File: src/rtl/evctr_cfg_pkg.sv
// Shared constants for the event counter setup and command front end.
package evctr_cfg_pkg;
    localparam int MODE_W   = 4;
    localparam int MODE_MAX = 12;
    localparam int SETUP_W  = 3;
    localparam int CTRL_W   = 8;
    localparam int VAL_W    = 32;
    localparam int ERR_W    = 16;

    // control byte bit positions
    localparam int CB_DIR    = 3;
    localparam int CB_UPD_DIR = 4;
    localparam int CB_UPD_PRE = 5;
    localparam int CB_UPD_CUR = 6;
    localparam int CB_EN     = 7;

    // setup bit positions
    localparam int SU_RST_LOW   = 0;
    localparam int SU_START_LOW = 1;
    localparam int SU_QUAD_1X   = 2;

    localparam logic [ERR_W-1:0] ERR_NONE    = 16'h0000;
    localparam logic [ERR_W-1:0] ERR_NODEF   = 16'h0001;
    localparam logic [ERR_W-1:0] ERR_BADMODE = 16'h0002;
    localparam logic [ERR_W-1:0] ERR_REDEF   = 16'h000A;
endpackage

File: src/rtl/evctr_cfg_latch.sv
// Holds the one-time definition (mode and setup bits).
// Assumes: run_i low ends the session; a define is judged against the state before the edge.
module evctr_cfg_latch
    import evctr_cfg_pkg::*;
(
    input  logic               clk,
    input  logic               rst_n,
    input  logic               run_i,
    input  logic               def_stb_i,
    input  logic [MODE_W-1:0]  def_mode_i,
    input  logic [SETUP_W-1:0] def_setup_i,
    output logic               defined_o,
    output logic [MODE_W-1:0]  mode_o,
    output logic [SETUP_W-1:0] setup_o,
    output logic [ERR_W-1:0]   def_err_o
);
    logic mode_ok;

    // Judge the define request against the present state.
    always_comb begin
        mode_ok = (int'(def_mode_i) <= MODE_MAX);
        if (defined_o)     def_err_o = ERR_REDEF;
        else if (!mode_ok) def_err_o = ERR_BADMODE;
        else               def_err_o = ERR_NONE;
    end

    // Latch the definition once per session; a stop clears it.
    always_ff @(posedge clk) begin
        if (!rst_n) begin
            defined_o <= 1'b0;
            mode_o    <= '0;
            setup_o   <= '0;
        end else if (!run_i) begin
            defined_o <= 1'b0;
        end else if (def_stb_i && def_err_o == ERR_NONE) begin
            defined_o <= 1'b1;
            mode_o    <= def_mode_i;
            setup_o   <= def_setup_i;
        end
    end
endmodule

File: src/rtl/evctr_cmd_decode.sv
// Turns an accepted command's control byte into enable, direction and load actions.
// Assumes: cmd_go_i is already qualified by run, definition and define priority.
module evctr_cmd_decode
    import evctr_cfg_pkg::*;
(
    input  logic              clk,
    input  logic              rst_n,
    input  logic              run_i,
    input  logic              cmd_go_i,
    input  logic [CTRL_W-1:0] ctrl_i,
    input  logic [VAL_W-1:0]  cur_i,
    input  logic [VAL_W-1:0]  pre_i,
    output logic              enable_o,
    output logic              dir_up_o,
    output logic [VAL_W-1:0]  preset_o,
    output logic [VAL_W-1:0]  cur_val_o,
    output logic              ld_dir_o,
    output logic              ld_pre_o,
    output logic              ld_cur_o
);
    logic en_pend_q;   // enable value to apply after a current-value load
    logic pend_q;      // a post-load enable is waiting

    // Register the counter-facing state and the one-cycle load pulses.
    always_ff @(posedge clk) begin
        if (!rst_n) begin
            enable_o  <= 1'b0;
            dir_up_o  <= 1'b1;
            preset_o  <= '0;
            cur_val_o <= '0;
            ld_dir_o  <= 1'b0;
            ld_pre_o  <= 1'b0;
            ld_cur_o  <= 1'b0;
            en_pend_q <= 1'b0;
            pend_q    <= 1'b0;
        end else begin
            ld_dir_o <= 1'b0;
            ld_pre_o <= 1'b0;
            ld_cur_o <= 1'b0;
            if (pend_q) begin
                enable_o <= en_pend_q;
                pend_q   <= 1'b0;
            end
            if (!run_i) begin
                enable_o <= 1'b0;
                pend_q   <= 1'b0;
            end else if (cmd_go_i) begin
                if (ctrl_i[CB_UPD_DIR]) begin
                    dir_up_o <= ctrl_i[CB_DIR];
                    ld_dir_o <= 1'b1;
                end
                if (ctrl_i[CB_UPD_PRE]) begin
                    preset_o <= pre_i;
                    ld_pre_o <= 1'b1;
                end
                if (ctrl_i[CB_UPD_CUR]) begin
                    cur_val_o <= cur_i;
                    ld_cur_o  <= 1'b1;
                    enable_o  <= 1'b0;
                    en_pend_q <= ctrl_i[CB_EN];
                    pend_q    <= 1'b1;
                end else begin
                    enable_o <= ctrl_i[CB_EN];
                    pend_q   <= 1'b0;
                end
            end
        end
    end
endmodule

File: src/rtl/evctr_cfg_unit.sv
// Top of the event counter setup and command front end.
// Assumes: one strobe handled per cycle, define wins over command.
module evctr_cfg_unit
    import evctr_cfg_pkg::*;
(
    input  logic        clk,
    input  logic        rst_n,
    input  logic        run_i,
    input  logic        def_stb_i,
    input  logic [3:0]  def_mode_i,
    input  logic [2:0]  def_setup_i,
    input  logic        cmd_stb_i,
    input  logic [7:0]  cmd_ctrl_i,
    input  logic [31:0] cmd_cur_i,
    input  logic [31:0] cmd_pre_i,
    output logic        defined_o,
    output logic [3:0]  mode_o,
    output logic        rst_low_o,
    output logic        start_low_o,
    output logic        quad_1x_o,
    output logic        enable_o,
    output logic        dir_up_o,
    output logic [31:0] preset_o,
    output logic [31:0] cur_val_o,
    output logic        ld_dir_o,
    output logic        ld_pre_o,
    output logic        ld_cur_o,
    output logic [15:0] err_o
);
    logic [SETUP_W-1:0] setup;
    logic [ERR_W-1:0]   def_err;
    logic               cmd_go;

    evctr_cfg_latch u_latch (
        .clk(clk), .rst_n(rst_n), .run_i(run_i),
        .def_stb_i(def_stb_i), .def_mode_i(def_mode_i), .def_setup_i(def_setup_i),
        .defined_o(defined_o), .mode_o(mode_o), .setup_o(setup), .def_err_o(def_err)
    );

    // A command proceeds only while running, defined and not shadowed by a define.
    always_comb cmd_go = run_i && cmd_stb_i && !def_stb_i && defined_o;

    evctr_cmd_decode u_cmd (
        .clk(clk), .rst_n(rst_n), .run_i(run_i), .cmd_go_i(cmd_go),
        .ctrl_i(cmd_ctrl_i), .cur_i(cmd_cur_i), .pre_i(cmd_pre_i),
        .enable_o(enable_o), .dir_up_o(dir_up_o), .preset_o(preset_o),
        .cur_val_o(cur_val_o), .ld_dir_o(ld_dir_o), .ld_pre_o(ld_pre_o),
        .ld_cur_o(ld_cur_o)
    );

    // Break the setup bits out to named outputs.
    always_comb begin
        rst_low_o   = setup[SU_RST_LOW];
        start_low_o = setup[SU_START_LOW];
        quad_1x_o   = setup[SU_QUAD_1X];
    end

    // Record the result of the latest strobe and hold it.
    always_ff @(posedge clk) begin
        if (!rst_n)
            err_o <= ERR_NONE;
        else if (run_i && def_stb_i)
            err_o <= def_err;
        else if (run_i && cmd_stb_i)
            err_o <= defined_o ? ERR_NONE : ERR_NODEF;
    end
endmodule

File: config.mk
export PLATFORM = sky130hd
export DESIGN_NAME = evctr_cfg_unit
export DESIGN_NICKNAME = d
export VERILOG_FILES = /design/src/rtl/evctr_cfg_pkg.sv /design/src/rtl/evctr_cfg_latch.sv /design/src/rtl/evctr_cmd_decode.sv /design/src/rtl/evctr_cfg_unit.sv
export SDC_FILE = /design/constraint.sdc
export NUM_CORES = 1
export LEC_CHECK = 0
export BUFFER_PORTS_ARGS = -buffer_cell sky130_fd_sc_hd__buf_2
export CAP_MARGIN = 20
export CORE_ASPECT_RATIO = 0.8
export CORE_MARGIN = 4
export CORE_UTILIZATION = 27
export CTS_CLUSTER_DIAMETER = 120
export DETAILED_ROUTE_END_ITERATION = 10
export PLACE_DENSITY = 0.52
export SYNTH_ARGS = -nofsm -noshare
export SYNTH_HDL_FRONTEND = slang
export SYNTH_SLANG_ARGS = --single-unit
File: constraint.sdc
create_clock -name clk -period 1.6 [get_ports clk]
set_clock_uncertainty 0.15 [all_clocks]
set_input_delay 0.32 -clock clk [delete_from_list [all_inputs] [get_ports clk]]
set_output_delay 0.32 -clock clk [all_outputs]
set_load 0.02 [all_outputs]
After elaboration in Yosys (flattened, before gate mapping)
Cells that the tools add are included.

Reduce and logical (&&, ||, !) cells: 15. Mux-type cells: 11. Order comparisons: 1.

Operators with widths (count): $mux 16 (3); $logic_not 16->1 (1); $reduce_and 3->1 (4); $mux 1 (7); $logic_and 1x1->1 (5); $le 4x4->1 const B (1); $reduce_and 2->1 (2); $reduce_bool 2->1 (2); $mux 2 (1); $logic_not 1->1 (1).

Output and inout port bits: 93. Bits in registers: 94. Logic and storage cells: 39. Bits of input ports: 84.

Longest topological paths before layout
Depth after elaboration: 6. Depth in mapped cells: 6. Depth with buffers taken out: 3.

Modules after synthesis
From an unflattened synthesis, not the netlist that was laid out.

Cell total of the unflattened synthesis: 403. Area, all modules: 3603.5 um^2.

Modules (own cells, without submodules): evctr_cmd_decode (seq. area each 1401.3 um^2, cells each 307, area each 2567.5 um^2, instances 1); evctr_cfg_unit (seq. area each 320.3 um^2, cells each 43, area each 578.1 um^2, instances 1); evctr_cfg_latch (seq. area each 160.2 um^2, cells each 53, area each 457.9 um^2, instances 1).

Worst setup path before layout
OpenSTA, ideal clock, no wires.

Kind: register -> register. From: register u_latch.defined_o. To: register u_cmd.cur_val_o[10]. Buffers on the path: 3. Required time: 1378 ps. Setup time: 72 ps. Data arrival time: 1390 ps. Slack: -11 ps. Period minus slack after synthesis: 1611 ps. Stages on the path, launching flop included: 7. Cells stage by stage: dfxtp_1 and4b_1 buf_6 and2_4 buf_6 buf_12 mux2i_1.

Longest elaborated chain between the ends: 2.

Ends and longest elaborated chain: from (decl) (line evctr_cfg_latch.sv:12) `output logic defined_o,`; from (signal assigned) (line evctr_cfg_latch.sv:30) `defined_o <= 1'b0;`; from (signal assigned) (line evctr_cfg_latch.sv:34) `defined_o <= 1'b0;`; from (signal assigned) (line evctr_cfg_latch.sv:36) `defined_o <= 1'b1;`; $logic_and 1x1->1 (line evctr_cfg_unit.sv:41) `always_comb cmd_go = run_i && cmd_stb_i && !def_stb_i && defined_o;`; $reduce_and 3->1 (no line); to (signal assigned) (line evctr_cmd_decode.sv:57) `cur_val_o <= cur_i;`; to (decl) (line evctr_cmd_decode.sv:16) `output logic [VAL_W-1:0] cur_val_o,`.

Every way passes these cells. A chain may end at the register's enable or synchronous reset.

Worst setup path in the final report
From: register u_latch.defined_o. To: register u_cmd.cur_val_o[26].

Same word-level chain as after synthesis.

==> impl_metrics.prom <==
# TYPE chip_impl_metric gauge
chip_impl_info{name="result_of_the_run",value="finished, final reports clean"} 1
chip_impl_metric{name="count_of_flip_flops_with_a_built_in_enable_after_synthesis",unit=""} 0
chip_impl_metric{name="grt_start_max_net_pins",unit=""} 87
chip_impl_info{name="path_class",value="reg -> reg"} 1
chip_impl_metric{name="grtUsageTotal",unit=""} 0.116
chip_impl_metric{name="vias_after_detailed_routing",unit=""} 2888
chip_impl_metric{name="period_needed",unit="ns"} 1.50
chip_impl_metric{name="cts_max_level",unit=""} 3
chip_impl_info{name="synth.cells.most_frequent",value="142 x sky130_fd_sc_hd__nand2_1, 81 x sky130_fd_sc_hd__dfxtp_1, 71 x sky130_fd_sc_hd__mux2i_1, 17 x sky130_fd_sc_hd__clkbuf_1, 13 x sky130_fd_sc_hd__buf_4"} 1
chip_impl_metric{name="post_synth_fa_ha_maj_area_fraction",unit=""} 0
chip_impl_metric{name="power-per-cell-area",unit="nW/um2"} 946
chip_impl_metric{name="power.switching_fraction",unit=""} 0.229
chip_impl_metric{name="r2r_setup_slack",unit="ns"} 0.10
chip_impl_metric{name="portion_of_netlist_area_occupied_by_mux_cells",unit=""} 0.212
chip_impl_info{name="hp-class",value="in -> reg"} 1
chip_impl_info{name="worstSetupStartpointType",value="flop"} 1
chip_impl_metric{name="final_hold_slack",unit="ns"} 0.0653
chip_impl_metric{name="timing.final.crit_share",unit=""} 0.935
chip_impl_metric{name="cts_buffers",unit=""} 9
chip_impl_metric{name="synth_simple_gate_area_frac",unit=""} 0.193
chip_impl_info{name="dominant_combinational_cell_family_by_area_after_synthesis",value="multiplexers"} 1
chip_impl_metric{name="yosys_warnings",unit=""} 0
chip_impl_metric{name="floorplan_die_area",unit="um2"} 14300
chip_impl_metric{name="sequential_fraction_of_design_power",unit=""} 0.470
chip_impl_metric{name="finalSetupViolations",unit=""} 0
chip_impl_metric{name="switching_power",unit="uW"} 997
chip_impl_metric{name="standard_cell_row_count",unit=""} 36
chip_impl_metric{name="layout.nets",unit=""} 608
chip_impl_metric{name="totalWireLength",unit="um"} 8400
chip_impl_metric{name="max_freq",unit="GHz"} 0.669
chip_impl_metric{name="share_comb_of_total_power",unit=""} 0.081
chip_impl_info{name="yosys.cell_count.top_type",value="sky130_fd_sc_hd__nand2_1"} 1
chip_impl_metric{name="fraction_of_the_mapped_netlist_area_in_compound_gates",unit=""} 0.0231
chip_impl_metric{name="flops_latches_synth",unit=""} 81
chip_impl_metric{name="vias_in_the_first_global_route",unit=""} 2749
chip_impl_metric{name="layout-drive-gt1-share",unit=""} 0.373
chip_impl_metric{name="cts-root-to-sink-buffers",unit=""} 2
chip_impl_metric{name="seqCellArea",unit="um2"} 1620
chip_impl_info{name="synth-main-ff-cell",value="sky130_fd_sc_hd__dfxtp_1"} 1
chip_impl_metric{name="multiInputGateArea",unit="um2"} 1490
chip_impl_metric{name="synth-xor-area-share",unit=""} 0
chip_impl_metric{name="final_util",unit=""} 0.378
chip_impl_metric{name="detailed_place_hpwl",unit="um"} 6370
chip_impl_info{name="critPathCaptureType",value="flop"} 1
chip_impl_metric{name="vias_per_cell",unit=""} 4.25
chip_impl_metric{name="dr.first_iter.drc_count",unit=""} 112
chip_impl_metric{name="number_of_antenna_violations_at_the_first_check_in_global_routing",unit=""} 0
chip_impl_metric{name="dr.pass1.iters",unit=""} 4
chip_impl_info{name="tritoncts",value="built"} 1
chip_impl_metric{name="antenna_cells_inserted",unit=""} 0
chip_impl_metric{name="p_leak",unit="uW"} 0.00213
chip_impl_metric{name="holdBufCountCts",unit=""} 0
chip_impl_metric{name="synth_area_per_cell",unit="um2"} 9.27
chip_impl_metric{name="dieHeight",unit="um"} 108
chip_impl_metric{name="cts_num_sinks",unit=""} 81
chip_impl_metric{name="area_growth",unit="%"} 37.2
chip_impl_metric{name="synth-async-reset-ratio",unit=""} 0
chip_impl_info{name="synth_top_cells_by_area",value="sky130_fd_sc_hd__dfxtp_1 48%, sky130_fd_sc_hd__mux2i_1 21%, sky130_fd_sc_hd__nand2_1 16%, sky130_fd_sc_hd__buf_4 2.9%, sky130_fd_sc_hd__buf_6 2.0%"} 1
chip_impl_metric{name="post_synth_num_cell_types",unit=""} 25
chip_impl_metric{name="drv_cap",unit=""} 0
chip_impl_metric{name="crit_required",unit="ns"} 1.71
chip_impl_metric{name="final_hold_viol_count",unit=""} 0
chip_impl_metric{name="cp.arrival",unit="ns"} 1.60
chip_impl_metric{name="synth_sequential_area_ratio",unit=""} 0.483
chip_impl_info{name="grt_setup_unrepaired",value="no"} 1
chip_impl_metric{name="detail-route-antenna-nets",unit=""} 0
chip_impl_metric{name="number_of_cells_produced_by_synthesis",unit=""} 362
chip_impl_info{name="synth.largest_area_cell",value="sky130_fd_sc_hd__dfxtp_1"} 1
chip_impl_metric{name="grt_overflow",unit=""} 0
chip_impl_metric{name="place.gp.congestion",unit=""} 0.693
chip_impl_metric{name="numPortBuffers",unit=""} 160
chip_impl_metric{name="design.portCount",unit=""} 177
chip_impl_metric{name="critical_path.max_fanout",unit=""} 12
chip_impl_metric{name="path_clk_slew",unit="ns"} 0.06
chip_impl_info{name="holdPathEnd",value="u_cmd.dir_up_o"} 1
chip_impl_info{name="min_from",value="cmd_ctrl_i[3]"} 1
chip_impl_metric{name="die_width",unit="um"} 133
chip_impl_metric{name="post-synth-top-area-fraction",unit=""} 0.483
chip_impl_metric{name="fillerInstances",unit=""} 1274
chip_impl_metric{name="routedWlPerCell",unit="um"} 12.3
chip_impl_info{name="root_cell_of_the_clock_tree",value="sky130_fd_sc_hd__clkbuf_16"} 1
chip_impl_metric{name="grt_first_pass_wirelength",unit="um"} 13100
chip_impl_metric{name="min_path_cells",unit=""} 3
chip_impl_metric{name="clock_power_share",unit=""} 0.449
chip_impl_metric{name="synth_area",unit="um2"} 3350
chip_impl_metric{name="cell_int_power",unit="uW"} 3360
chip_impl_metric{name="core_region_area",unit="um2"} 12200
chip_impl_info{name="worstReg2RegEnd",value="u_cmd.cur_val_o[26]"} 1
chip_impl_metric{name="drcViolationCount",unit=""} 0
chip_impl_metric{name="timing.final.max_slew_violations",unit=""} 0
chip_impl_metric{name="rr_worst_depth",unit=""} 4
chip_impl_metric{name="vdd_ir_drop_max",unit="V"} 0.000706
chip_impl_metric{name="insertion_delay",unit="ns"} 0.34
chip_impl_info{name="rr_startpoint",value="u_latch.defined_o"} 1
chip_impl_metric{name="floorplan.initialDensity",unit=""} 0.276
[registers in the layout (all words and copies together), names as in the netlist]
| name | cells |
|---|---|
| u_cmd.cur_val_o | 32 |
| u_cmd.dir_up_o | 1 |
| u_latch.setup_o | 3 |
| u_cmd.ld_cur_o | 1 |
| u_cmd.enable_o | 1 |
| u_latch.defined_o | 1 |
| err_o | 3 |
| u_cmd.ld_dir_o | 1 |
| u_cmd.en_pend_q | 1 |
| u_cmd.preset_o | 32 |
| u_latch.mode_o | 4 |
| u_cmd.ld_pre_o | 1 |
[power groups by stage]
stage	logic (uW)	clock network, uW	registers [uW]
finish	354	1950	2050
global route	393	2140	2050
CTS	357	2050	2050
detailed placement	356	0	2090
global placement	349	0	2090
floorplan	183	0	2120
[placed cells by master (no fill, tap or decap)]
master,netlist,layout
sky130_fd_sc_hd__clkinvlp_4,0,1
sky130_fd_sc_hd__o221a_1,2,2
sky130_fd_sc_hd__conb_1,1,13
sky130_fd_sc_hd__a32oi_1,2,2
sky130_fd_sc_hd__nor2_1,2,2
sky130_fd_sc_hd__clkbuf_16,0,9
sky130_fd_sc_hd__and3_1,3,3
sky130_fd_sc_hd__nand3b_1,3,3
sky130_fd_sc_hd__buf_12,3,6
sky130_fd_sc_hd__nor2b_1,3,3
sky130_fd_sc_hd__a22oi_1,1,1
sky130_fd_sc_hd__o211ai_1,1,1
sky130_fd_sc_hd__or2_1,1,1
sky130_fd_sc_hd__dfxtp_2,0,1
sky130_fd_sc_hd__nand2_1,142,142
sky130_fd_sc_hd__clkbuf_1,17,1
sky130_fd_sc_hd__a21boi_1,1,1
sky130_fd_sc_hd__buf_4,13,14
sky130_fd_sc_hd__o21ai_0,1,1
sky130_fd_sc_hd__clkinv_2,0,1
sky130_fd_sc_hd__dfxtp_1,81,80
sky130_fd_sc_hd__nand3_1,1,1
sky130_fd_sc_hd__mux2i_1,71,71
sky130_fd_sc_hd__and4b_2,0,1
sky130_fd_sc_hd__clkbuf_8,0,3
sky130_fd_sc_hd__nor3b_1,1,1
sky130_fd_sc_hd__a21oi_1,2,2
sky130_fd_sc_hd__buf_2,1,159
sky130_fd_sc_hd__and2_4,2,2
[per-stage QoR]
stage	instance area [um2]	cells	power [uW]	setup WS, ns	setup TNS, ns
2_1_floorplan	3400	374	2300	0.0856	0
3_3_place_gp	4320	665	2440	-0.0837	-3.66
3_5_place_dp	4320	665	2450	-0.133	-4.92
4_1_cts	4600	680	4450	0.0638	0
5_1_grt	4600	680	4580	0.0283	0
6_report	4600	680	4350	0.105	0
[worst max-delay path by stage]
stage          cells after the start                   to  slack [ns]               from
6_report                           4  u_cmd.cur_val_o[26]        0.10  u_latch.defined_o
5_1_grt                            5   u_latch.setup_o[2]        0.03  u_latch.defined_o
4_1_cts                            4  u_cmd.cur_val_o[26]        0.06  u_latch.defined_o
3_5_place_dp                       5    u_cmd.preset_o[8]       -0.13          def_stb_i
3_3_place_gp                       5    u_cmd.preset_o[4]       -0.08          def_stb_i
2_1_floorplan                      6  u_cmd.cur_val_o[10]        0.09  u_latch.defined_o
[final cells by class]
cell class | count | area share
clock buffer | 13 | 0.0587
clock inverter | 2 | 0.00272
multi-input combinational | 253 | 0.323
sequential | 81 | 0.353
tap | 152 | 0.0413
timing repair buffer | 179 | 0.222
[routing by layer]
layer | GRT usage | vias up | routed length (um)
met4 | 0.0341 | 0 | 95
met1 | 0.133 | 1302 | 3630
met5 | 0 | - | 0
met3 | 0.0654 | 9 | 771
li1 | - | 1471 | -
met2 | 0.184 | 106 | 3900
[what timing repair did]
action | in CTS | in global routing
resized for setup | 1 | 0
endpoints found under the setup margin | 1 | 0
setup buffers | 0 | 0
[logic make-up after synthesis]
kind of cell	count (synthesis)
AO/OA/AOI/OAI	10
flip-flops	81
AND/OR/NAND/NOR	159
buffers and inverters	40
other	1
multiplexers	71
[worst max-delay path, cell delays in order, from the launching register on]
cell                      delay [ns]
sky130_fd_sc_hd__dfxtp_2        0.32
sky130_fd_sc_hd__and4b_2        0.33
sky130_fd_sc_hd__and2_4         0.24
sky130_fd_sc_hd__buf_12         0.16
sky130_fd_sc_hd__mux2i_1        0.21
No activity file was read; power rests on OpenSTA's default activity.
